## src/rtl/flash_sr_pkg.sv

```systemverilog
package flash_sr_pkg;

    localparam int BYTE_W     = 8;
    localparam int BP_W       = 3;
    localparam int ARR_ADDR_W = 17;

    localparam logic [BYTE_W-1:0] OPC_STATUS_WR = 8'h01;
    localparam logic [BYTE_W-1:0] OPC_LATCH_CLR = 8'h04;
    localparam logic [BYTE_W-1:0] OPC_STATUS_RD = 8'h05;
    localparam logic [BYTE_W-1:0] OPC_LATCH_SET = 8'h06;

    typedef struct packed {
        logic            wr_lock;   // bit 7
        logic [1:0]      spare;     // bits 6:5, read as zero
        logic [BP_W-1:0] guard;     // bits 4:2
        logic            wel;       // bit 1
        logic            busy;      // bit 0
    } status_t;

    typedef enum logic [2:0] {
        CMD_OPCODE,
        CMD_SET,
        CMD_CLR,
        CMD_READ,
        CMD_WR_WAIT,
        CMD_WR_HAVE,
        CMD_DISCARD
    } cmd_state_e;

    function automatic logic wr_blocked(input logic lock, input logic pin_n);
        return lock & ~pin_n;
    endfunction

endpackage

```

## src/rtl/spi_pin_sync.sv

```systemverilog
module spi_pin_sync #(
    parameter int STAGES = 2
) (
    input  logic clk,
    input  logic rst,
    input  logic csn,
    input  logic sck,
    input  logic mosi,
    input  logic wp_n,
    output logic csn_s,
    output logic mosi_s,
    output logic wp_n_s,
    output logic sck_rise,
    output logic sck_fall,
    output logic cs_end
);
    localparam int NPIN = 4;
    localparam logic [NPIN-1:0] IDLE = 4'b1001;  // {csn, sck, mosi, wp_n}

    logic [NPIN-1:0] pipe [STAGES];
    logic            sck_d;
    logic            csn_d;

    always_ff @(posedge clk) begin
        if (rst) begin
            for (int i = 0; i < STAGES; i++) pipe[i] <= IDLE;
            sck_d <= 1'b0;
            csn_d <= 1'b1;
        end else begin
            pipe[0] <= {csn, sck, mosi, wp_n};
            for (int i = 1; i < STAGES; i++) pipe[i] <= pipe[i-1];
            sck_d <= pipe[STAGES-1][2];
            csn_d <= pipe[STAGES-1][3];
        end
    end

    assign csn_s    = pipe[STAGES-1][3];
    assign mosi_s   = pipe[STAGES-1][1];
    assign wp_n_s   = pipe[STAGES-1][0];
    assign sck_rise = pipe[STAGES-1][2] & ~sck_d;
    assign sck_fall = ~pipe[STAGES-1][2] & sck_d;
    assign cs_end   = pipe[STAGES-1][3] & ~csn_d;

endmodule

```

## src/rtl/spi_byte_shift.sv

```systemverilog
module spi_byte_shift #(
    parameter int BYTE_W = 8
) (
    input  logic              clk,
    input  logic              rst,
    input  logic              csn_s,
    input  logic              sck_rise,
    input  logic              sck_fall,
    input  logic              mosi_s,
    input  logic [BYTE_W-1:0] tx_data,
    output logic [BYTE_W-1:0] rx_byte,
    output logic              rx_valid,
    output logic              cs_aligned,
    output logic              tx_bit
);
    localparam int CNT_W = $clog2(BYTE_W);
    localparam logic [CNT_W-1:0] LAST = CNT_W'(BYTE_W - 1);

    logic [CNT_W-1:0]  bit_cnt;
    logic [BYTE_W-2:0] rx_sh;
    logic [BYTE_W-1:0] tx_sh;

    always_ff @(posedge clk) begin
        if (rst) begin
            bit_cnt  <= '0;
            rx_sh    <= '0;
            rx_byte  <= '0;
            rx_valid <= 1'b0;
            tx_sh    <= '0;
        end else begin
            rx_valid <= 1'b0;
            if (csn_s) begin
                bit_cnt <= '0;
            end else begin
                if (sck_rise) begin
                    rx_sh <= {rx_sh[BYTE_W-3:0], mosi_s};
                    if (bit_cnt == LAST) begin
                        bit_cnt  <= '0;
                        rx_byte  <= {rx_sh, mosi_s};
                        rx_valid <= 1'b1;
                    end else begin
                        bit_cnt <= bit_cnt + 1'b1;
                    end
                end
                // Output changes on the falling edge; a byte boundary reloads.
                if (sck_fall) begin
                    if (bit_cnt == '0) tx_sh <= tx_data;
                    else               tx_sh <= {tx_sh[BYTE_W-2:0], 1'b0};
                end
            end
        end
    end

    assign cs_aligned = (bit_cnt == '0);
    assign tx_bit     = tx_sh[BYTE_W-1];

endmodule

```

## src/rtl/sr_cmd_ctrl.sv

```systemverilog
module sr_cmd_ctrl
    import flash_sr_pkg::*;
(
    input  logic              clk,
    input  logic              rst,
    input  logic              rx_valid,
    input  logic [BYTE_W-1:0] rx_byte,
    input  logic              cs_end,
    input  logic              cs_aligned,
    input  logic              wp_n_s,
    input  logic              busy_in,
    output status_t           status,
    output logic              read_active
);
    cmd_state_e      state;
    logic            lock_q;
    logic [BP_W-1:0] guard_q;
    logic            wel_q;
    logic            new_lock;
    logic [BP_W-1:0] new_guard;

    always_ff @(posedge clk) begin
        if (rst) begin
            state     <= CMD_OPCODE;
            lock_q    <= 1'b0;
            guard_q   <= '0;
            wel_q     <= 1'b0;
            new_lock  <= 1'b0;
            new_guard <= '0;
        end else if (cs_end) begin
            state <= CMD_OPCODE;
            if (cs_aligned) begin
                unique case (state)
                    CMD_SET: wel_q <= 1'b1;
                    CMD_CLR: wel_q <= 1'b0;
                    CMD_WR_HAVE: begin
                        if (wel_q && !wr_blocked(lock_q, wp_n_s)) begin
                            lock_q  <= new_lock;
                            guard_q <= new_guard;
                        end
                        wel_q <= 1'b0;
                    end
                    default: ;
                endcase
            end
        end else if (rx_valid) begin
            unique case (state)
                CMD_OPCODE: begin
                    unique case (rx_byte)
                        OPC_LATCH_SET: state <= CMD_SET;
                        OPC_LATCH_CLR: state <= CMD_CLR;
                        OPC_STATUS_RD: state <= CMD_READ;
                        OPC_STATUS_WR: state <= CMD_WR_WAIT;
                        default:       state <= CMD_DISCARD;
                    endcase
                end
                CMD_WR_WAIT: begin
                    new_lock  <= rx_byte[BYTE_W-1];
                    new_guard <= rx_byte[BP_W+1:2];
                    state     <= CMD_WR_HAVE;
                end
                CMD_READ:    state <= CMD_READ;
                default:     state <= CMD_DISCARD;
            endcase
        end
    end

    always_comb begin
        status.wr_lock = lock_q;
        status.spare   = 2'b00;
        status.guard   = guard_q;
        status.wel     = wel_q;
        status.busy    = busy_in;
    end

    assign read_active = (state == CMD_READ);

endmodule

```

## src/rtl/region_guard.sv

```systemverilog
module region_guard #(
    parameter int AW   = 17,
    parameter int BP_W = 3
) (
    input  logic [AW-1:0]   addr,
    input  logic [BP_W-1:0] code,
    output logic            protected_o
);
    localparam int NCODE = 1 << BP_W;

    logic [NCODE-1:0] hit;

    assign hit[0] = 1'b0;

    // Code c guards the top 1/2^(NCODE-1-c) of the space; the last code guards all.
    for (genvar c = 1; c < NCODE; c++) begin : g_code
        localparam int SHIFT = NCODE - 1 - c;
        if (SHIFT == 0) begin : g_all
            assign hit[c] = 1'b1;
        end else begin : g_top
            assign hit[c] = &addr[AW-1 -: SHIFT];
        end
    end

    assign protected_o = hit[code];

endmodule

```

## src/rtl/flash_sr_guard.sv

```systemverilog
module flash_sr_guard
    import flash_sr_pkg::*;
#(
    parameter int ADDR_W      = ARR_ADDR_W,
    parameter int SYNC_STAGES = 2
) (
    input  logic              clk,
    input  logic              rst,
    input  logic              spi_csn,
    input  logic              spi_sck,
    input  logic              spi_mosi,
    input  logic              wp_n,
    input  logic              busy_in,
    input  logic [ADDR_W-1:0] chk_addr,
    output logic              spi_miso,
    output logic              addr_writable
);
    logic              csn_s, mosi_s, wp_n_s, sck_rise, sck_fall, cs_end;
    logic [BYTE_W-1:0] rx_byte;
    logic              rx_valid, cs_aligned, tx_bit, read_active, in_region;
    status_t           sr;

    spi_pin_sync #(.STAGES(SYNC_STAGES)) u_sync (
        .clk(clk), .rst(rst), .csn(spi_csn), .sck(spi_sck), .mosi(spi_mosi),
        .wp_n(wp_n), .csn_s(csn_s), .mosi_s(mosi_s), .wp_n_s(wp_n_s),
        .sck_rise(sck_rise), .sck_fall(sck_fall), .cs_end(cs_end)
    );

    spi_byte_shift #(.BYTE_W(BYTE_W)) u_shift (
        .clk(clk), .rst(rst), .csn_s(csn_s), .sck_rise(sck_rise),
        .sck_fall(sck_fall), .mosi_s(mosi_s), .tx_data(sr),
        .rx_byte(rx_byte), .rx_valid(rx_valid), .cs_aligned(cs_aligned),
        .tx_bit(tx_bit)
    );

    sr_cmd_ctrl u_ctrl (
        .clk(clk), .rst(rst), .rx_valid(rx_valid), .rx_byte(rx_byte),
        .cs_end(cs_end), .cs_aligned(cs_aligned), .wp_n_s(wp_n_s),
        .busy_in(busy_in), .status(sr), .read_active(read_active)
    );

    region_guard #(.AW(ADDR_W), .BP_W(BP_W)) u_region (
        .addr(chk_addr), .code(sr.guard), .protected_o(in_region)
    );

    assign spi_miso      = read_active & tx_bit;
    assign addr_writable = sr.wel & ~sr.busy & ~in_region;

endmodule

```

## config.mk

```make
export PLATFORM = sky130hd
export DESIGN_NAME = flash_sr_guard
export DESIGN_NICKNAME = d
export VERILOG_FILES = /design/src/rtl/flash_sr_pkg.sv /design/src/rtl/spi_pin_sync.sv /design/src/rtl/spi_byte_shift.sv /design/src/rtl/sr_cmd_ctrl.sv /design/src/rtl/region_guard.sv /design/src/rtl/flash_sr_guard.sv
export SDC_FILE = /design/constraint.sdc
export NUM_CORES = 1
export LEC_CHECK = 0
export ABC_AREA = 1
export BUFFER_PORTS_ARGS = -buffer_cell sky130_fd_sc_hd__buf_2
export CORE_MARGIN = 5
export CORE_UTILIZATION = 50
export CTS_BUF_LIST = sky130_fd_sc_hd__clkbuf_8
export CTS_CLUSTER_SIZE = 30
export DETAILED_ROUTE_END_ITERATION = 10
export PLACE_DENSITY = 0.73
export RECOVER_POWER = 50
export SYNTH_ARGS = -nofsm -noshare
export SYNTH_HDL_FRONTEND = slang
export SYNTH_SLANG_ARGS = --single-unit
```

## constraint.sdc

```tcl
create_clock -name clk -period 1.1 [get_ports clk]
set_input_delay 0.055 -clock clk [delete_from_list [all_inputs] [get_ports clk]]
set_output_delay 0.055 -clock clk [all_outputs]
set_load 0.01 [all_outputs]
```

==> results.json, run 1 <==
{
  "area_growth_pct": 40.4,
  "synth_top_cell_by_area": "dfxtp_1",
  "ys_warn_count": 0,
  "synth_edf_count": 0,
  "synth.avg_cell_area_um2": 7.92,
  "ys_seq_area_share_pct": 48.2,
  "ff_latch_area_um2": 993,
  "cp-start-kind": "register",
  "place_ws_ns": -0.187,
  "antenna_found_initial": 0,
  "overflow": 0,
  "dp.final_hpwl_mm": 2.85,
  "initial_utilization_pct": 51.3,
  "core_mm2": 0.00397,
  "cp.required_ns": 1.29,
  "power_density_mw_per_mm2": 1040,
  "final_core_util_pct": 72.0,
  "track_usage_pct": 16.6,
  "syn-cell-area_mm2": 0.00204,
  "synth_ff_type": "dfxtp_1",
  "crit_chain": "inv_2 -> ha_4 -> inv_2 -> nor2_4 -> nand2_2 -> nor2_4 -> nand2_4 -> o21ai_2 -> a21oi_1",
  "cts_max_path_buffers": 2,
  "num_antenna_cells": 0,
  "ys_async_sr_fraction_pct": 0,
  "hold_path_class": "in2reg",
  "period_needed_ns": 1.26,
  "drt_iter0_drc": 54,
  "post-route-period-util_pct": 115,
  "cp_max_fo": 8,
  "drv_slew": 0,
  "cts-htree-levels": 2,
  "synth.distinct_cells": 32,
  "die_h_um": 73.8,
  "grt_max_degree": 27,
  "setup_violations": 34,
  "dp.cells": 335,
  "hold_violations": 0,
  "synth_common_cells": "49 x dfxtp_1, 33 x a21oi_1, 32 x inv_1",
  "cts_tree": "yes",
  "critPathSlowestCell": "dfxtp_2",
  "die_area_mm2": 0.00545,
  "port_buffers": 14,
  "crit_arrival_ns": 1.45,
  "worst_setup_path_end_kind": "register",
  "drv_cap": 0,
  "max_freq_mhz": 792,
  "nNetsFinal": 336,
  "p_leak_nw": 1.15,
  "vias": 1750,
  "setup_slack_ns": -0.162,
  "row_count": 23,
  "syn_inst": 257,
  "wire_per_inst_um": 12.4,
  "peakVddDrop_uv": 830,
  "max_stage_delay_ns": 0.33,
  "cts_buffers": 5,
  "synth_nets": 284,
  "routed_wirelength_mm": 4.46,
  "final_cell_count_no_fill": 360,
  "tightest_slew_ns": 0.289,
  "die_x_um": 73.8,
  "dr.pass1.iters": 4,
  "drc": 0,
  "status": "finished with violations",
  "synth_seq_cells": 49,
  "relSlewSlack_pct": 80.6,
  "skew_ns": 0.00527,
  "setup.worst_path.class": "reg2reg",
  "via_per_inst": 4.86,
  "drive_above_1_share_pct": 45.2,
  "cts-root-buf": "clkbuf_8",
  "clkTransAtPathRegs_ns": 0.09,
  "grt_pass1_vias": 1653,
  "insertion_delay_ns": 0.30,
  "synth_top_cell_area_share_pct": 48.2,
  "netlist_top_cells_area": "dfxtp_1 48%, a21oi_1 8.1%, inv_1 5.9%, nand2_1 5.0%, nor2_1 5.0%",
  "rsz0062_at_grt": "yes",
  "grt_pass1_wl_mm": 6.94,
  "power.total_mw": 2.98,
  "final_antenna_net_count": 0,
  "fillerInstances": 285,
  "gp_congestion": 0.760,
  "cts.sinks": 49,
  "violations": "setup timing",
  "io_pins": 26,
  "multi_input_area_mm2": 0.00113,
  "yosys.cell_count.top_type": "dfxtp_1",
  "hold_slack_ns": 0.0413
}
[stage by stage]
step | setup TNS (ns) | instance area (um^2)
floorplan | -0.566 | 2050
global placement | -1.23 | 2310
detailed placement | -1.80 | 2310
CTS | -2.09 | 2610
global route | -5.51 | 2860
finish | -2.96 | 2860
[layout make-up]
cell class              count  area share, %
clock buffers               5           2.41
clock inverters             3          0.482
inverters                  38           5.56
multi-input cells         165           39.5
flip-flops and latches     49           34.8
well taps                  50           2.19
repair buffers             50           15.1
[worst paths after layout]
check | start | endpoint | slack (ns) | cells after the start
hold reg to reg | u_sync.pipe[0][1]$_SDFF_PP0_ | u_sync.pipe[0][5]$_SDFF_PP0_ | 0.40 | 2
hold / removal | busy_in | u_shift.tx_sh[0]$_SDFFE_PP0P_ | 0.04 | 3
setup reg to reg | u_shift.bit_cnt[0]$_SDFFE_PP0P_ | u_ctrl.guard_q[1]$_SDFFE_PP0P_ | -0.16 | 9
setup / recovery | u_shift.bit_cnt[0]$_SDFFE_PP0P_ | u_ctrl.guard_q[1]$_SDFFE_PP0P_ | -0.16 | 9
[registers in the layout (all words and copies together), names as in the netlist, 3 cells and up]
register,count
u_shift.tx_sh,8
u_ctrl.state,3
u_shift.rx_byte,8
u_ctrl.guard_q,3
u_shift.rx_sh,7
u_ctrl.new_guard,3
u_sync.pipe,8
u_shift.bit_cnt,3
[cell families (layout without fill, tap and decap cells)]
family / after synthesis / after routing / share of synthesized area, %
AOI/OAI and AO/OA: 76 / 76 / 20.0
DFF: 49 / 49 / 48.2
and+or+nand+nor: 85 / 86 / 21.0
adders and majority gates: 3 / 3 / 1.84
buffers and inverters: 44 / 96 / 8.97
[placed cells by master, fill, tap and decap left out, types with 2 or more instances in the layout]
cell	instances
nand2_1	26
nor2_1	19
ha_4	2
nand3_4	2
o21ai_1	7
dfxtp_1	39
buf_2	13
nand3_1	8
buf_12	2
a21oi_1	26
nand2_4	4
clkinv_2	2
a31oi_1	2
or2_2	4
dlygate4sd3_1	7
dfxtp_2	10
a21oi_2	9
or2_4	2
o21ai_4	2
inv_2	12
buf_6	11
clkbuf_8	5
nand2_2	2
inv_4	2
nor2_4	7
o21ai_2	18
buf_4	15
o21ai_0	8
nor2_2	6
inv_1	23
[what timing repair did]
item,4_1_cts,5_1_grt
resized for setup,40,57
pin swaps,12,16
hold buffers,4,3
setup buffers,6,3
endpoints found under the hold margin,4,1
endpoints found under the setup margin,30,40
gates cloned,1,0
[layer usage]
layer  vias up  share of wire [%]  track usage (%)
li1        939                  -                -
met1       781                 43             19.6
met5         -                  0                0
met4         0                1.5             6.04
met3         7                3.8             4.10
met2        23                 52             28.7
[worst max-delay path, delay by kind of cell, from the launching register on]
kind | cells | cell delay (ns)
AND/OR/NAND/NOR | 4 | 0.40
flip-flops | 1 | 0.33
AO/OA/AOI/OAI | 2 | 0.20
adder cells (fa/ha/maj) | 1 | 0.12
buffers and inverters | 2 | 0.10
[power breakdown]
group	internal [mW]	leakage, nW	switching [mW]
sequential	1.79	0.402	0.0107
clock	0.432	0.0491	0.568
combinational	0.0886	0.704	0.0921
Power figures use the tool's default switching activity.
==> run 2, diff against run 1 <==
--- a/config.mk
+++ b/config.mk
@@ -9,7 +9,6 @@
 export BUFFER_PORTS_ARGS = -buffer_cell sky130_fd_sc_hd__buf_2
 export CORE_MARGIN = 5
 export CORE_UTILIZATION = 50
-export CTS_BUF_LIST = sky130_fd_sc_hd__clkbuf_8
 export CTS_CLUSTER_SIZE = 30
 export DETAILED_ROUTE_END_ITERATION = 10
 export PLACE_DENSITY = 0.73
==> constraint.sdc (replaced) <==
create_clock -name clk -period 1.15 [get_ports clk]
set_input_delay 0.0575 -clock clk [delete_from_list [all_inputs] [get_ports clk]]
set_output_delay 0.0575 -clock clk [all_outputs]
set_load 0.01 [all_outputs]
==> run 2 against run 1 <==
  * The run still ends with setup timing left
  * Combinational power decreased by 11%
  * Setup slack improved by 0.020 ns
  * Clock-buffer cell count unchanged
  * Sequential power decreased by 4%
  * Die area unchanged
  * Routed wire length increased by 6.6%
==> results.json, run 2 (synthesis gave the netlist of run 1 again) <==
{
  "place_ws_ns": -0.121,
  "worst_setup_path_end_kind": "register",
  "cts-htree-levels": 2,
  "grt_pass1_wl_mm": 7.33,
  "final_antenna_net_count": 0,
  "track_usage_pct": 17.6,
  "fin_tns_setup_ns": -1.04,
  "grt_max_degree": 31,
  "insertion_delay_ns": 0.31,
  "reg2reg_from": "u_ctrl.state[1]$_SDFFE_PP0P_",
  "cts.sinks": 49,
  "vias": 1826,
  "port_buffers": 14,
  "dp.final_hpwl_mm": 2.92,
  "drc": 0,
  "period_needed_ns": 1.29,
  "drv_slew": 0,
  "die_x_um": 73.8,
  "setup_slack_ns": -0.143,
  "cpLargestDelayFamily": "simple AND/OR/NAND/NOR gates",
  "overflow": 0,
  "violations": "setup timing",
  "final_area_mm2": 0.00286,
  "die_area_mm2": 0.00545,
  "top_regs": "u_shift.rx_byte x8, u_shift.tx_sh x8, u_sync.pipe x8",
  "antenna_found_initial": 0,
  "clkTransAtPathRegs_ns": 0.09,
  "cp.buffers_inverters": 2,
  "die_h_um": 73.8,
  "drt_iter0_drc": 81,
  "cts-root-buf": "clkbuf_8",
  "io_pins": 26,
  "cts_tree": "yes",
  "max_freq_mhz": 774,
  "dpl_cell_area_mm2": 0.00231,
  "crit_start": "u_ctrl.state[1]$_SDFFE_PP0P_",
  "final_common_cell": "dfxtp_1",
  "setup.worst_path.class": "reg2reg",
  "core_mm2": 0.00397,
  "fillerInstances": 301,
  "status": "finished with violations",
  "r2r_slack_ns": -0.14,
  "final_core_util_pct": 72.1,
  "dr.pass1.iters": 4,
  "final_cell_mix": "37 x dfxtp_1, 27 x nand2_1, 24 x inv_1",
  "hold_start": "busy_in",
  "multi_input_area_mm2": 0.00112,
  "max_stage_delay_ns": 0.33,
  "power_density_mw_per_mm2": 1080,
  "gp_congestion": 0.768,
  "skew_ns": 0.00994,
  "cts_max_path_buffers": 2,
  "post-route-period-util_pct": 112,
  "drv_cap": 0,
  "cp-start-kind": "register",
  "power.total_mw": 3.09,
  "via_per_inst": 5.10,
  "ff2ff_path_depth": 7,
  "hold_depth": 3,
  "peakVddDrop_uv": 1030,
  "relSlewSlack_pct": 76.0,
  "crit_arrival_ns": 1.50,
  "wire_per_inst_um": 13.3,
  "rsz0062_at_grt": "yes",
  "initial_utilization_pct": 51.3,
  "crit_chain": "buf_6 -> inv_1 -> nand2_1 -> nor3_1 -> nand2_4 -> o21ai_2 -> a21oi_1",
  "cts_buffers": 5,
  "hold_path_class": "in2reg",
  "setup_violations": 23,
  "area_growth_pct": 40.6,
  "num_antenna_cells": 0,
  "tightest_slew_ns": 0.358,
  "crit_cells": 7,
  "hold_violations": 0,
  "critPathSlowestCell": "dfxtp_2",
  "row_count": 23,
  "routed_wirelength_mm": 4.75,
  "nNetsFinal": 335,
  "cp_max_fo": 8,
  "drive_above_1_share_pct": 46.4,
  "cp.required_ns": 1.36,
  "ff_latch_area_um2": 996,
  "grt_pass1_vias": 1740,
  "p_leak_nw": 1.16
}
-- run 2: changes by cell type in the layout (fill, tap and decap cells not counted), sizes merged --
cell / before / now
nand2: 33 / 32
buf: 42 / 45
clkinv: 2 / 1
clkinvlp: 1 / 0
bufinv: 0 / 1
dlygate4sd3: 7 / 4
-- run 2: stage by stage --
stage,std cells,hold WS (ns)
after global placement,336,0.239
after detailed placement,336,0.245
final,358,0.0327
after floorplan,257,0.161
after global routing,358,0.0471
after CTS,353,0.0273
-- run 2: final cells by class --
type / instances / share of cell area [%]
Timing Repair Buffer: 50 / 14.8
Inverter: 38 / 5.51
Sequential cell: 49 / 34.8
Multi-Input combinational cell: 164 / 39.1
Tap cell: 50 / 2.19
Clock buffer: 5 / 2.40
Clock inverter: 2 / 1.22
-- run 2: path summary, 6_finish.rpt --
path / to
max: u_ctrl.guard_q[1]$_SDFFE_PP0P_
min: u_shift.tx_sh[0]$_SDFFE_PP0P_
max reg2reg: u_ctrl.guard_q[1]$_SDFFE_PP0P_
min reg2reg: u_sync.pipe[0][4]$_SDFF_PP1_
-- run 2: timing repair --
item,CTS,global route
buffers inserted,6,5
endpoints found under the hold margin,4,0
gates cloned,0,1
pin swaps,7,17
hold buffers,4,0
resized for setup,26,65
setup endpoints to repair,19,34
-- run 2: where the power goes --
part / internal [mW] / switching [mW]
logic: 0.0759 / 0.0850
clock network: 0.633 / 0.569
registers: 1.71 / 0.0113
total: 2.42 / 0.665
-- run 2: layer usage --
layer  part of all wire [%]  vias up  GRT usage [%]
li1                       -      933              -
met1                     41      847           19.0
met2                     53       33           32.6
met3                    3.6       13           3.42
met4                    2.6        0           8.25
met5                      0        -              0
-- run 2: tightest hold or removal path, stage by stage --
cell and delay [ns]:
buf_2 0.12, nand3_2 0.07, a21oi_2 0.05
